--- src/rtl/ltc_pkg.sv ---
package ltc_pkg;

    localparam logic [7:0]  RATE_HI   = 8'h0A;
    localparam logic [7:0]  RATE_LO   = 8'h06;
    localparam logic [11:0] A_LINKCFG = 12'h100;
    localparam logic [11:0] A_PATTERN = 12'h102;
    localparam logic [11:0] A_DRIVE   = 12'h103;
    localparam logic [11:0] A_STATUS  = 12'h202;
    localparam logic [7:0]  PAT_CR    = 8'h21;
    localparam logic [7:0]  PAT_EQ    = 8'h23;
    localparam logic [7:0]  PAT_OFF   = 8'h00;
    localparam logic [1:0]  LVL_TOP   = 2'd3;
    localparam int          POLL_LEN  = 6;

    typedef enum logic [3:0] {
        S_IDLE,
        S_CFG,
        S_TP1,
        S_CR_WAIT,
        S_CR_POLL,
        S_CR_ADJ,
        S_TP3,
        S_EQ_WAIT,
        S_EQ_POLL,
        S_EQ_ADJ,
        S_FALL,
        S_END
    } ltc_state_e;

endpackage

--- src/rtl/ltc_delay.sv ---
module ltc_delay #(
    parameter int W = 16
) (
    input  logic         clk,
    input  logic         rst_n,
    input  logic         load,
    input  logic [W-1:0] span,
    output logic         zero
);
    logic [W-1:0] cnt_d, cnt_q;

    always_comb begin
        cnt_d = cnt_q;
        if (load)
            cnt_d = span;
        else if (cnt_q != '0)
            cnt_d = cnt_q - 1'b1;
    end

    always_ff @(posedge clk or negedge rst_n) begin
        if (!rst_n) cnt_q <= '0;
        else        cnt_q <= cnt_d;
    end

    assign zero = (cnt_q == '0);

endmodule

--- src/rtl/ltc_status_eval.sv ---
module ltc_status_eval #(
    parameter int MAX_LANES = 2,
    parameter int DW        = 48
) (
    input  logic [DW-1:0]        rdata,
    input  logic [MAX_LANES-1:0] lane_en,
    output logic                 cr_all,
    output logic                 eq_all
);
    logic [MAX_LANES-1:0] cr_ok, full_ok;
    logic                 aligned;

    assign aligned = rdata[16];

    for (genvar i = 0; i < MAX_LANES; i++) begin : g_lane
        localparam int SB = 8 * (i / 2) + 4 * (i % 2);
        logic [3:0] nib;
        assign nib        = rdata[SB +: 4];
        assign cr_ok[i]   = nib[0] | ~lane_en[i];
        assign full_ok[i] = (nib[2:0] == 3'b111) | ~lane_en[i];
    end

    assign cr_all = &cr_ok;
    assign eq_all = (&full_ok) & aligned;

endmodule

--- src/rtl/ltc_lane_drive.sv ---
module ltc_lane_drive #(
    parameter int MAX_LANES = 2,
    parameter int DW        = 48
) (
    input  logic [DW-1:0]                rdata,
    output logic [MAX_LANES-1:0][7:0]    req_set,
    output logic [MAX_LANES-1:0][1:0]    req_swing
);
    import ltc_pkg::*;

    for (genvar i = 0; i < MAX_LANES; i++) begin : g_lane
        localparam int AB = 8 * (4 + i / 2) + 4 * (i % 2);
        logic [1:0] sw, pe;
        assign sw           = rdata[AB +: 2];
        assign pe           = rdata[AB + 2 +: 2];
        assign req_swing[i] = sw;
        assign req_set[i]   = {2'b00, (pe == LVL_TOP), pe, (sw == LVL_TOP), sw};
    end

endmodule

--- src/rtl/link_train_ctrl.sv ---
module link_train_ctrl #(
    parameter int MAX_LANES   = 2,
    parameter int ADDR_W      = 12,
    parameter int WAIT_W      = 16,
    parameter int EQ_LOOPS    = 5,
    parameter int CR_SAME_MAX = 5,
    localparam int LCW = $clog2(MAX_LANES + 1),
    localparam int DW  = 48
) (
    input  logic              clk,
    input  logic              rst_n,
    input  logic              start,
    input  logic              high_rate,
    input  logic [LCW-1:0]    lane_sel,
    input  logic [WAIT_W-1:0] wait_cycles,
    output logic              bus_req,
    output logic              bus_wr,
    output logic [ADDR_W-1:0] bus_addr,
    output logic [2:0]        bus_len,
    output logic [DW-1:0]     bus_wdata,
    input  logic              bus_done,
    input  logic [DW-1:0]     bus_rdata,
    output logic              train_done,
    output logic              train_fail,
    output logic [7:0]        link_rate,
    output logic [LCW-1:0]    link_lanes
);
    import ltc_pkg::*;

    localparam int EQW = $clog2(EQ_LOOPS + 1);
    localparam int SMW = $clog2(CR_SAME_MAX + 1);

    typedef struct packed {
        ltc_state_e                st;
        logic                      req;
        logic [7:0]                rate;
        logic [LCW-1:0]            lanes;
        logic [MAX_LANES-1:0][7:0] drv;
        logic [SMW-1:0]            same;
        logic [EQW-1:0]            eqn;
        logic                      ok;
        logic                      dn;
        logic                      fl;
    } ctl_t;

    ctl_t q, n;

    logic [MAX_LANES-1:0]       lane_en;
    logic [MAX_LANES-1:0][7:0]  adj_set;
    logic [MAX_LANES-1:0][1:0]  adj_sw;
    logic [MAX_LANES-1:0][7:0]  drv_new;
    logic                       cr_all, eq_all;
    logic                       at_top_swing, swing_repeat;
    logic                       xfer, tmr_zero, tmr_load;
    logic [LCW-1:0]             lane_clamp;

    function automatic logic is_access(input ltc_state_e s);
        return (s == S_CFG) || (s == S_TP1) || (s == S_CR_POLL) || (s == S_CR_ADJ) ||
               (s == S_TP3) || (s == S_EQ_POLL) || (s == S_EQ_ADJ) || (s == S_END);
    endfunction

    function automatic logic is_wait(input ltc_state_e s);
        return (s == S_CR_WAIT) || (s == S_EQ_WAIT);
    endfunction

    ltc_status_eval #(.MAX_LANES(MAX_LANES), .DW(DW)) u_eval (
        .rdata   (bus_rdata),
        .lane_en (lane_en),
        .cr_all  (cr_all),
        .eq_all  (eq_all)
    );

    ltc_lane_drive #(.MAX_LANES(MAX_LANES), .DW(DW)) u_drive (
        .rdata     (bus_rdata),
        .req_set   (adj_set),
        .req_swing (adj_sw)
    );

    ltc_delay #(.W(WAIT_W)) u_delay (
        .clk   (clk),
        .rst_n (rst_n),
        .load  (tmr_load),
        .span  (wait_cycles),
        .zero  (tmr_zero)
    );

    // lane helpers
    always_comb begin
        if (lane_sel == '0)
            lane_clamp = LCW'(1);
        else if (lane_sel > LCW'(MAX_LANES))
            lane_clamp = LCW'(MAX_LANES);
        else
            lane_clamp = lane_sel;

        at_top_swing = 1'b0;
        swing_repeat = 1'b1;
        for (int i = 0; i < MAX_LANES; i++) begin
            lane_en[i] = (LCW'(i) < q.lanes);
            drv_new[i] = lane_en[i] ? adj_set[i] : 8'h00;
            if (lane_en[i] && q.drv[i][1:0] == LVL_TOP)
                at_top_swing = 1'b1;
            if (lane_en[i] && adj_sw[i] != q.drv[i][1:0])
                swing_repeat = 1'b0;
        end
    end

    assign xfer = q.req & bus_done;

    // next-state logic
    always_comb begin
        n    = q;
        n.dn = 1'b0;
        n.fl = 1'b0;
        case (q.st)
            S_IDLE: begin
                if (start) begin
                    n.rate  = high_rate ? RATE_HI : RATE_LO;
                    n.lanes = lane_clamp;
                    n.drv   = '0;
                    n.same  = '0;
                    n.eqn   = '0;
                    n.ok    = 1'b0;
                    n.st    = S_CFG;
                end
            end
            S_CFG:     if (xfer) n.st = S_TP1;
            S_TP1:     if (xfer) n.st = S_CR_WAIT;
            S_CR_WAIT: if (tmr_zero) n.st = S_CR_POLL;
            S_CR_POLL: begin
                if (xfer) begin
                    if (cr_all) begin
                        n.st = S_TP3;
                    end else if (at_top_swing) begin
                        n.st = S_FALL;
                    end else if (swing_repeat && (q.same == SMW'(CR_SAME_MAX - 1))) begin
                        n.st = S_FALL;
                    end else begin
                        n.same = swing_repeat ? q.same + 1'b1 : '0;
                        n.drv  = drv_new;
                        n.st   = S_CR_ADJ;
                    end
                end
            end
            S_CR_ADJ:  if (xfer) n.st = S_CR_WAIT;
            S_TP3:     if (xfer) n.st = S_EQ_WAIT;
            S_EQ_WAIT: if (tmr_zero) n.st = S_EQ_POLL;
            S_EQ_POLL: begin
                if (xfer) begin
                    if (eq_all) begin
                        n.ok = 1'b1;
                        n.st = S_END;
                    end else if (!cr_all) begin
                        n.st = S_FALL;
                    end else if (q.eqn == EQW'(EQ_LOOPS)) begin
                        n.st = S_FALL;
                    end else begin
                        n.eqn = q.eqn + 1'b1;
                        n.drv = drv_new;
                        n.st  = S_EQ_ADJ;
                    end
                end
            end
            S_EQ_ADJ:  if (xfer) n.st = S_EQ_WAIT;
            S_FALL: begin
                if (q.rate == RATE_HI) begin
                    n.rate = RATE_LO;
                    n.drv  = '0;
                    n.same = '0;
                    n.eqn  = '0;
                    n.st   = S_CFG;
                end else begin
                    n.ok = 1'b0;
                    n.st = S_END;
                end
            end
            S_END: begin
                if (xfer) begin
                    n.dn = q.ok;
                    n.fl = ~q.ok;
                    n.st = S_IDLE;
                end
            end
            default: n.st = S_IDLE;
        endcase
        n.req = is_access(n.st) && !xfer;
    end

    assign tmr_load = is_wait(n.st) && !is_wait(q.st);

    always_ff @(posedge clk or negedge rst_n) begin
        if (!rst_n) begin
            q       <= '0;
            q.st    <= S_IDLE;
        end else begin
            q <= n;
        end
    end

    // access encoding
    always_comb begin
        bus_wr    = 1'b0;
        bus_addr  = '0;
        bus_len   = '0;
        bus_wdata = '0;
        case (q.st)
            S_CFG: begin
                bus_wr         = 1'b1;
                bus_addr       = ADDR_W'(A_LINKCFG);
                bus_len        = 3'd2;
                bus_wdata[7:0] = q.rate;
                bus_wdata[15:8] = 8'h80 | 8'(q.lanes);
            end
            S_TP1, S_TP3: begin
                bus_wr         = 1'b1;
                bus_addr       = ADDR_W'(A_PATTERN);
                bus_len        = 3'(q.lanes) + 3'd1;
                bus_wdata[7:0] = (q.st == S_TP1) ? PAT_CR : PAT_EQ;
                for (int i = 0; i < MAX_LANES; i++)
                    if (lane_en[i]) bus_wdata[8*(i+1) +: 8] = q.drv[i];
            end
            S_CR_ADJ, S_EQ_ADJ: begin
                bus_wr   = 1'b1;
                bus_addr = ADDR_W'(A_DRIVE);
                bus_len  = 3'(q.lanes);
                for (int i = 0; i < MAX_LANES; i++)
                    if (lane_en[i]) bus_wdata[8*i +: 8] = q.drv[i];
            end
            S_CR_POLL, S_EQ_POLL: begin
                bus_addr = ADDR_W'(A_STATUS);
                bus_len  = 3'(POLL_LEN);
            end
            S_END: begin
                bus_wr         = 1'b1;
                bus_addr       = ADDR_W'(A_PATTERN);
                bus_len        = 3'd1;
                bus_wdata[7:0] = PAT_OFF;
            end
            default: ;
        endcase
    end

    assign bus_req    = q.req;
    assign train_done = q.dn;
    assign train_fail = q.fl;
    assign link_rate  = q.rate;
    assign link_lanes = q.lanes;


    pulse_excl_chk: assert property (@(posedge clk) disable iff (!rst_n)
        !(train_done && train_fail));


    done_pulse_chk: assert property (@(posedge clk) disable iff (!rst_n)
        train_done |=> !train_done);


    bus_hold_chk: assert property (@(posedge clk) disable iff (!rst_n)
        (bus_req && !bus_done) |=> (bus_req && $stable(bus_addr) && $stable(bus_len)));


    rate_legal_chk: assert property (@(posedge clk) disable iff (!rst_n)
        bus_req |-> (link_rate == RATE_HI || link_rate == RATE_LO));


    eq_bound_chk: assert property (@(posedge clk) disable iff (!rst_n)
        q.eqn <= EQW'(EQ_LOOPS));


    same_bound_chk: assert property (@(posedge clk) disable iff (!rst_n)
        q.same < SMW'(CR_SAME_MAX));


    max_flag_chk: assert property (@(posedge clk) disable iff (!rst_n)
        (bus_req && bus_wr && bus_addr == ADDR_W'(A_DRIVE)) |->
        (((bus_wdata[1:0] == LVL_TOP) == bus_wdata[2]) &&
         ((bus_wdata[4:3] == LVL_TOP) == bus_wdata[5])));


    fall_rate_chk: assert property (@(posedge clk) disable iff (!rst_n)
        (q.st == S_FALL && link_rate == RATE_HI) |=> (link_rate == RATE_LO && q.drv == '0));

endmodule

--- config.mk ---
export PLATFORM = sky130hd
export DESIGN_NAME = link_train_ctrl
export DESIGN_NICKNAME = d
export VERILOG_FILES = /design/src/rtl/ltc_pkg.sv /design/src/rtl/ltc_delay.sv /design/src/rtl/ltc_status_eval.sv /design/src/rtl/ltc_lane_drive.sv /design/src/rtl/link_train_ctrl.sv
export SDC_FILE = /design/constraint.sdc
export NUM_CORES = 1
export LEC_CHECK = 0
export ABC_AREA = 1
export CAP_MARGIN = 10
export CORE_AREA = 5 5 95 97
export CTS_CLUSTER_SIZE = 10
export DETAILED_ROUTE_END_ITERATION = 7
export DIE_AREA = 0 0 100 102
export GPL_TIMING_DRIVEN = 1
export PLACE_DENSITY_LB_ADDON = 0.15
export SLEW_MARGIN = 25
export SYNTH_ARGS = -nofsm -noshare
export SYNTH_HDL_FRONTEND = slang
export SYNTH_SLANG_ARGS = --single-unit
--- constraint.sdc ---
create_clock -name clk -period 5.3 [get_ports clk]
set_input_delay 1.325 -clock clk [delete_from_list [all_inputs] [get_ports clk]]
set_output_delay 1.325 -clock clk [all_outputs]
set_load 0.05 [all_outputs]
==> run summary, run 1 <==
Area grow syn2layout -> 18.0%
Final setup fails -> 0
Post-synthesis sequential area ratio -> 0.311
Layout cells sized above 1 -> 0.127
Number of global-route vias before repair -> 3,189
# IOs -> 148
Core area -> 8050 um^2
IO buf count -> 71
Critical Path Fanout Max -> 12
Total number of vias -> 3,367
GR Overflow Total -> 0
First-pass detailed-route iteration total -> 5
Setup TNS -> 0 ps
H-tree depth -> 2
Row Count -> 33
Max Slew Vio Count -> 0
Critical path arrival -> 2780 ps
Pwr Density -> 519 nW/um^2
Critical Path RT -> 3970 ps
RSZ-0062 raised after global routing -> no
Synth warn -> 0
Pleak -> 0.00220 uW
Placer Congestion -> 0.887
CTS max path bufs -> 2
Worst min path class -> flip-flop to flip-flop
Initial cell density of the core -> 0.470
DR WL/cell -> 13.7 um
CTS tree -> yes
Die Area -> 10,200 um^2
Max Cap Viol -> 0
Iteration-0 DRC Markers -> 196
Clk_skew -> 10.1 ps
Crit path launch type -> flip-flop
Clock Latency Late Sink -> 310 ps
Critical path class -> flip-flop to primary output
F_max -> 244 MHz
Flop and latch count out of synthesis -> 47
Routed Antenna Nets -> 0
Nets -> 660
Dpl hpwl -> 7.38 mm
Drt total wl -> 9.41 mm
Actual slew at the worst max-slew pin -> 606 ps
Period Utilization, post-route -> 0.774
CTS clk-pin slew, worst paths -> 90 ps
Final hold viol count -> 0
CP Capture Type -> primary output
CTS buffer count -> 5
CTS Hold Bufs -> 0
Peak VDD IR -> 0.308 mV
Outcome -> finished, final reports clean
Clock sinks -> 47
Die H -> 102 um
Pwr Total -> 2320 uW
Inst Count DP -> 679
DR vias/cell -> 4.91
Cell count after synthesis -> 517
Tmin final -> 4100 ps
Avg Inst Size Synth -> 7.31 um^2
Largest net degree at the start of global routing -> 48
Antenna Cells -> 0
First-pass GRT wire length -> 15.5 mm
Finished Layout Cells -> 686
Root Buffer -> clkbuf_8
Cell variety after synth -> 43
Slew HR -> 0.596
Post-CTS setup buffer count -> 0
Die Wd -> 100 um
Initial antenna violation count -> 0
Post-CTS resize count -> 0
Post-synthesis cell area -> 3780 um^2
Drt drc -> 0
GRT Overall Usage -> 0.189
==> cell type report <==
type	instances	area [um^2]
Clock buffer	6	72.6
Clock inverter	1	30.0
Fill cell	781	3590
Inverter	73	278
Multi-Input combinational cell	383	2060
Sequential cell	47	1180
Tap cell	105	131
Timing Repair Buffer	71	708
==> cell usage in the layout, fill, tap and decap left out, types with 2 or more instances in the layout <==
cell type	n
xor2_1	8
nor3_1	9
nand4_4	2
dfrtp_1	47
o22ai_1	5
clkdlybuf4s50_1	70
nand3_1	41
nand3_2	6
xnor2_1	5
a21oi_1	13
o221ai_1	2
o21ai_0	19
nor2_4	2
o21ai_1	9
ha_1	8
nor2_2	13
clkbuf_8	5
o31ai_1	2
a21oi_2	7
o32ai_1	3
nor2_1	42
nand4_1	6
nand2_4	4
inv_1	61
conb_1	42
nand2_2	13
o21a_1	3
inv_2	10
nand2_1	107
nor3_2	2
==> where the power goes <==
part / internal [uW] / switching [uW] / leakage (uW)
Sequential: 466 / 112 / 0.000595
Combinational: 458 / 1020 / 0.00155
Clock: 139 / 126 / 0.0000513
Total: 1060 / 1250 / 0.00220
==> sequential cells by signal (all words and copies together) (netlist names) <==
| register | flops |
|---|---|
| train_fail | 1 |
| train_done | 1 |
| link_lanes | 2 |
| link_rate | 3 |
| bus_req | 1 |
| u_delay.cnt_q | 16 |
| q | 23 |
==> stage by stage <==
stage	util	hold WS [ps]	setup WS, ps	instance area, um^2
after global placement	0.541	454	1400	4360
after floorplan	-	434	1520	3940
after CTS	0.554	490	1180	4460
after detailed placement	0.541	477	1370	4360
final	0.554	478	1200	4460
after global routing	0.554	511	1030	4460
==> layer usage <==
metal	vias to the layer above	GRT usage	share of wire
met3	6	0.0423	0.073
li1	1695	-	-
met4	0	0.0497	0.0085
met1	1556	0.261	0.47
met5	-	0	0
met2	110	0.301	0.45
==> synth_stat cells (all sizes together) <==
library cell,instances,area share
nand2,124,0.14
inv,72,0.072
nand4,8,0.021
o2111ai,1,0.0023
o21ai,29,0.039
o32ai,3,0.0070
xnor2,5,0.012
nor4,1,0.0056
a31oi,1,0.0017
nor3,12,0.022
clkbuf,3,0.0030
xor2,8,0.019
conb,1,0.00099
o211ai,1,0.0020
o22ai,5,0.0083
nor2,58,0.074
o21a,3,0.0060
nand3,47,0.070
o221ai,2,0.0046
a22oi,1,0.0020
or3b,1,0.0023
o31ai,2,0.0040
dfrtp,47,0.31
and2,1,0.0023
ha,8,0.026
a21oi,20,0.033
clkinv,1,0.0013
buf,52,0.11
==> critical path, cell delays in order (launching register included) <==
cell and delay [ps]:
dfrtp_1 550, inv_1 270, ha_1 320, inv_2 160, nand2_1 130, o32ai_1 170
clkdlybuf4s50_1 870
==> kinds of logic after synthesis <==
| family | after synthesis | synth area share |
|---|---|---|
| flops | 47 | 0.311 |
| fa+ha+maj | 8 | 0.0265 |
| simple gates | 252 | 0.337 |
| xor+xnor | 13 | 0.0301 |
| other cells | 1 | 0.000992 |
| buf+inv | 128 | 0.184 |
| compound gates | 68 | 0.111 |
==> final timing paths <==
path / slack [ps] / endpoint / start / cells after the start
worst min register to register: 480 / train_fail / q[2] / 1
min in group asynchronous: 1030 / u_delay.cnt_q[3] / rst_n / 1
max in group asynchronous: 3860 / q[18] / rst_n / 1
worst min-delay path: 480 / train_fail / q[2] / 1
worst max-delay path: 1200 / bus_wdata[10] / link_lanes[1] / 6
worst max register to register: 2190 / u_delay.cnt_q[14] / link_lanes[1] / 14
(Power assumes the default switching activity.)
==> inputs of run 2 (changes only) <==
- CORE_AREA: 5 5 95 97 -> 5 5 98 100
- DIE_AREA: 0 0 100 102 -> 0 0 103 105
- clock period: 5.3 -> 4 ns (I/O delays scaled with it)
==> run 2 against run 1 <==
Critical path depth is 2 higher. Total power up 35%. Via count is 1.1% higher. Register-to-register slack got worse by 780 ps. Combinational power is 36% higher. Wire length fell by 0.45%. Sequential share of layout area decreased by 0.27 points. Worst setup slack got worse by 760 ps.
==> run summary, run 2 (same netlist as run 1, synthesis figures left out) <==
Outcome -> finished, final reports clean (unchanged)
GRT Overall Usage -> 0.174 (was 0.189)
Row Count -> 34 (was 33)
Peak VDD IR -> 0.299 mV (was 0.308 mV)
Drt drc -> 0 (unchanged)
Post-CTS resize count -> 0 (unchanged)
DR vias/cell -> 4.90 (was 4.91)
Root Buffer -> clkbuf_8 (unchanged)
Pwr Density -> 692 nW/um^2 (was 519 nW/um^2)
Layout cells sized above 1 -> 0.137 (was 0.127)
Area grow syn2layout -> 19.2% (was 18.0%)
CTS clk-pin slew, worst paths -> 100 ps (was 90 ps)
Most frequent cells in the layout -> 107 x nand2_1, 70 x clkdlybuf4s50_1, 61 x inv_1 (unchanged)
Core Util, Final -> 0.524 (was 0.554)
Critical path arrival -> 2560 ps (was 2780 ps)
Period Utilization, post-route -> 0.890
Setup TNS -> 0 ps (unchanged)
Initial antenna violation count -> 0 (unchanged)
Routed Antenna Nets -> 0 (unchanged)
Largest net degree at the start of global routing -> 48 (unchanged)
Max reg flops -> 23 (unchanged)
Clock Latency Late Sink -> 310 ps (about the same)
Die H -> 105 um (was 102 um)
Pleak -> 0.00222 uW (was 0.00220 uW)
Most common cell after layout, fill and taps aside -> nand2_1 (unchanged)
Number of global-route vias before repair -> 3,325 (was 3,189)
Max Cap Viol -> 0 (unchanged)
First-pass detailed-route iteration total -> 4 (was 5)
CP Capture Type -> primary output (unchanged)
Actual slew at the worst max-slew pin -> 627 ps (was 606 ps)
Total number of vias -> 3,403 (was 3,367)
F_max -> 281 MHz
Worst min path class -> flip-flop to flip-flop (unchanged)
Critical path class -> flip-flop to primary output (unchanged)
Reg with most FFs -> q (unchanged)
Clk_skew -> 6.92 ps (was 10.1 ps)
CTS buffer count -> 5 (unchanged)
Placed cell areas -> 4390 um^2 (was 4360 um^2)
Finished Cell Area -> 4510 um^2 (was 4460 um^2)
Tmin final -> 3560 ps
Initial cell density of the core -> 0.440 (was 0.470)
Crit path launch type -> flip-flop (unchanged)
GR Overflow Total -> 0 (unchanged)
Slew HR -> 0.582 (was 0.596)
# IOs -> 148 (unchanged)
H-tree depth -> 2 (unchanged)
RSZ-0062 raised after global routing -> no (unchanged)
Antenna Cells -> 0 (unchanged)
Dpl hpwl -> 7.47 mm (was 7.38 mm)
Drt total wl -> 9.37 mm (was 9.41 mm)
Die Wd -> 103 um (was 100 um)
CTS max path bufs -> 2 (unchanged)
IO buf count -> 71 (unchanged)
DR WL/cell -> 13.5 um (was 13.7 um)
First-pass GRT wire length -> 15.3 mm (was 15.5 mm)
Critical Path RT -> 3000 ps (was 3970 ps)
Die Area -> 10,800 um^2 (was 10,200 um^2)
Final hold viol count -> 0 (unchanged)
Post-CTS setup buffer count -> 0 (unchanged)
Core area -> 8590 um^2 (was 8050 um^2)
Nets -> 664 (was 660)
Critical Path Fanout Max -> 13 (was 12)
Final setup fails -> 0 (unchanged)
Iteration-0 DRC Markers -> 109 (was 196)
Placer Congestion -> 0.883 (was 0.887)
Clock sinks -> 47 (unchanged)
Max Slew Vio Count -> 0 (unchanged)
CTS tree -> yes (unchanged)
CTS Hold Bufs -> 0 (unchanged)
[run 2: cell types whose count changed in the layout (fill, tap and decap cells not counted), sizes merged]
cell	previous run	this run
clkinvlp	0	1
clkbuf	6	5
buf	1	5
inv	72	73
[run 2: cell type report]
| class | instances | area (um^2) |
|---|---|---|
| Tap cell | 108 | 135 |
| Sequential cell | 47 | 1180 |
| Fill cell | 889 | 4090 |
| Inverter | 73 | 278 |
| Multi-Input combinational cell | 383 | 2060 |
| Timing Repair Buffer | 75 | 738 |
| Clock buffer | 5 | 68.8 |
| Clock inverter | 3 | 46.3 |
[run 2: metrics by stage]
step / setup WS [ps] / hold WS [ps] / instances / total power [uW]
6_report: 438 / 474 / 694 / 3120
5_1_grt: 326 / 509 / 694 / 3360
4_1_cts: 442 / 478 / 694 / 3150
3_5_place_dp: 613 / 463 / 686 / 2770
3_3_place_gp: 656 / 456 / 686 / 2750
2_1_floorplan: 543 / 434 / 558 / 2350
[run 2: final timing paths]
path | slack [ps] | endpoint | cells past startpoint | startpoint
min in group asynchronous | 710 | bus_req | 1 | rst_n
hold / removal | 470 | train_fail | 1 | q[2]
setup reg to reg | 1410 | u_delay.cnt_q[14] | 13 | link_lanes[0]
setup / recovery | 440 | bus_wdata[12] | 8 | q[37]
hold reg to reg | 470 | train_fail | 1 | q[2]
max in group asynchronous | 2880 | q[19] | 1 | rst_n
[run 2: per-layer routing]
| layer | GRT usage | routed length, um | vias up |
|---|---|---|---|
| li1 | - | - | 1710 |
| met1 | 0.238 | 4300 | 1589 |
| met2 | 0.279 | 4350 | 96 |
| met3 | 0.0420 | 634 | 8 |
| met4 | 0.0333 | 80 | 0 |
| met5 | 0 | 0 | - |
[run 2: report_power, final]
group | internal [uW] | leakage (uW) | switching [uW] | total (uW)
registers | 617 | 0.000595 | 137 | 755
clock network | 189 | 0.0000548 | 178 | 367
logic | 635 | 0.00157 | 1360 | 2000
total | 1440 | 0.00222 | 1680 | 3120
[run 2: worst max-delay path, cell delays in order, from the launching register on]
cell	delay [ps]
dfrtp_1	450
inv_2	130
nand2_2	70
inv_2	70
nand3_2	250
inv_1	230
nand3_1	100
o31ai_1	90
clkdlybuf4s50_1	860
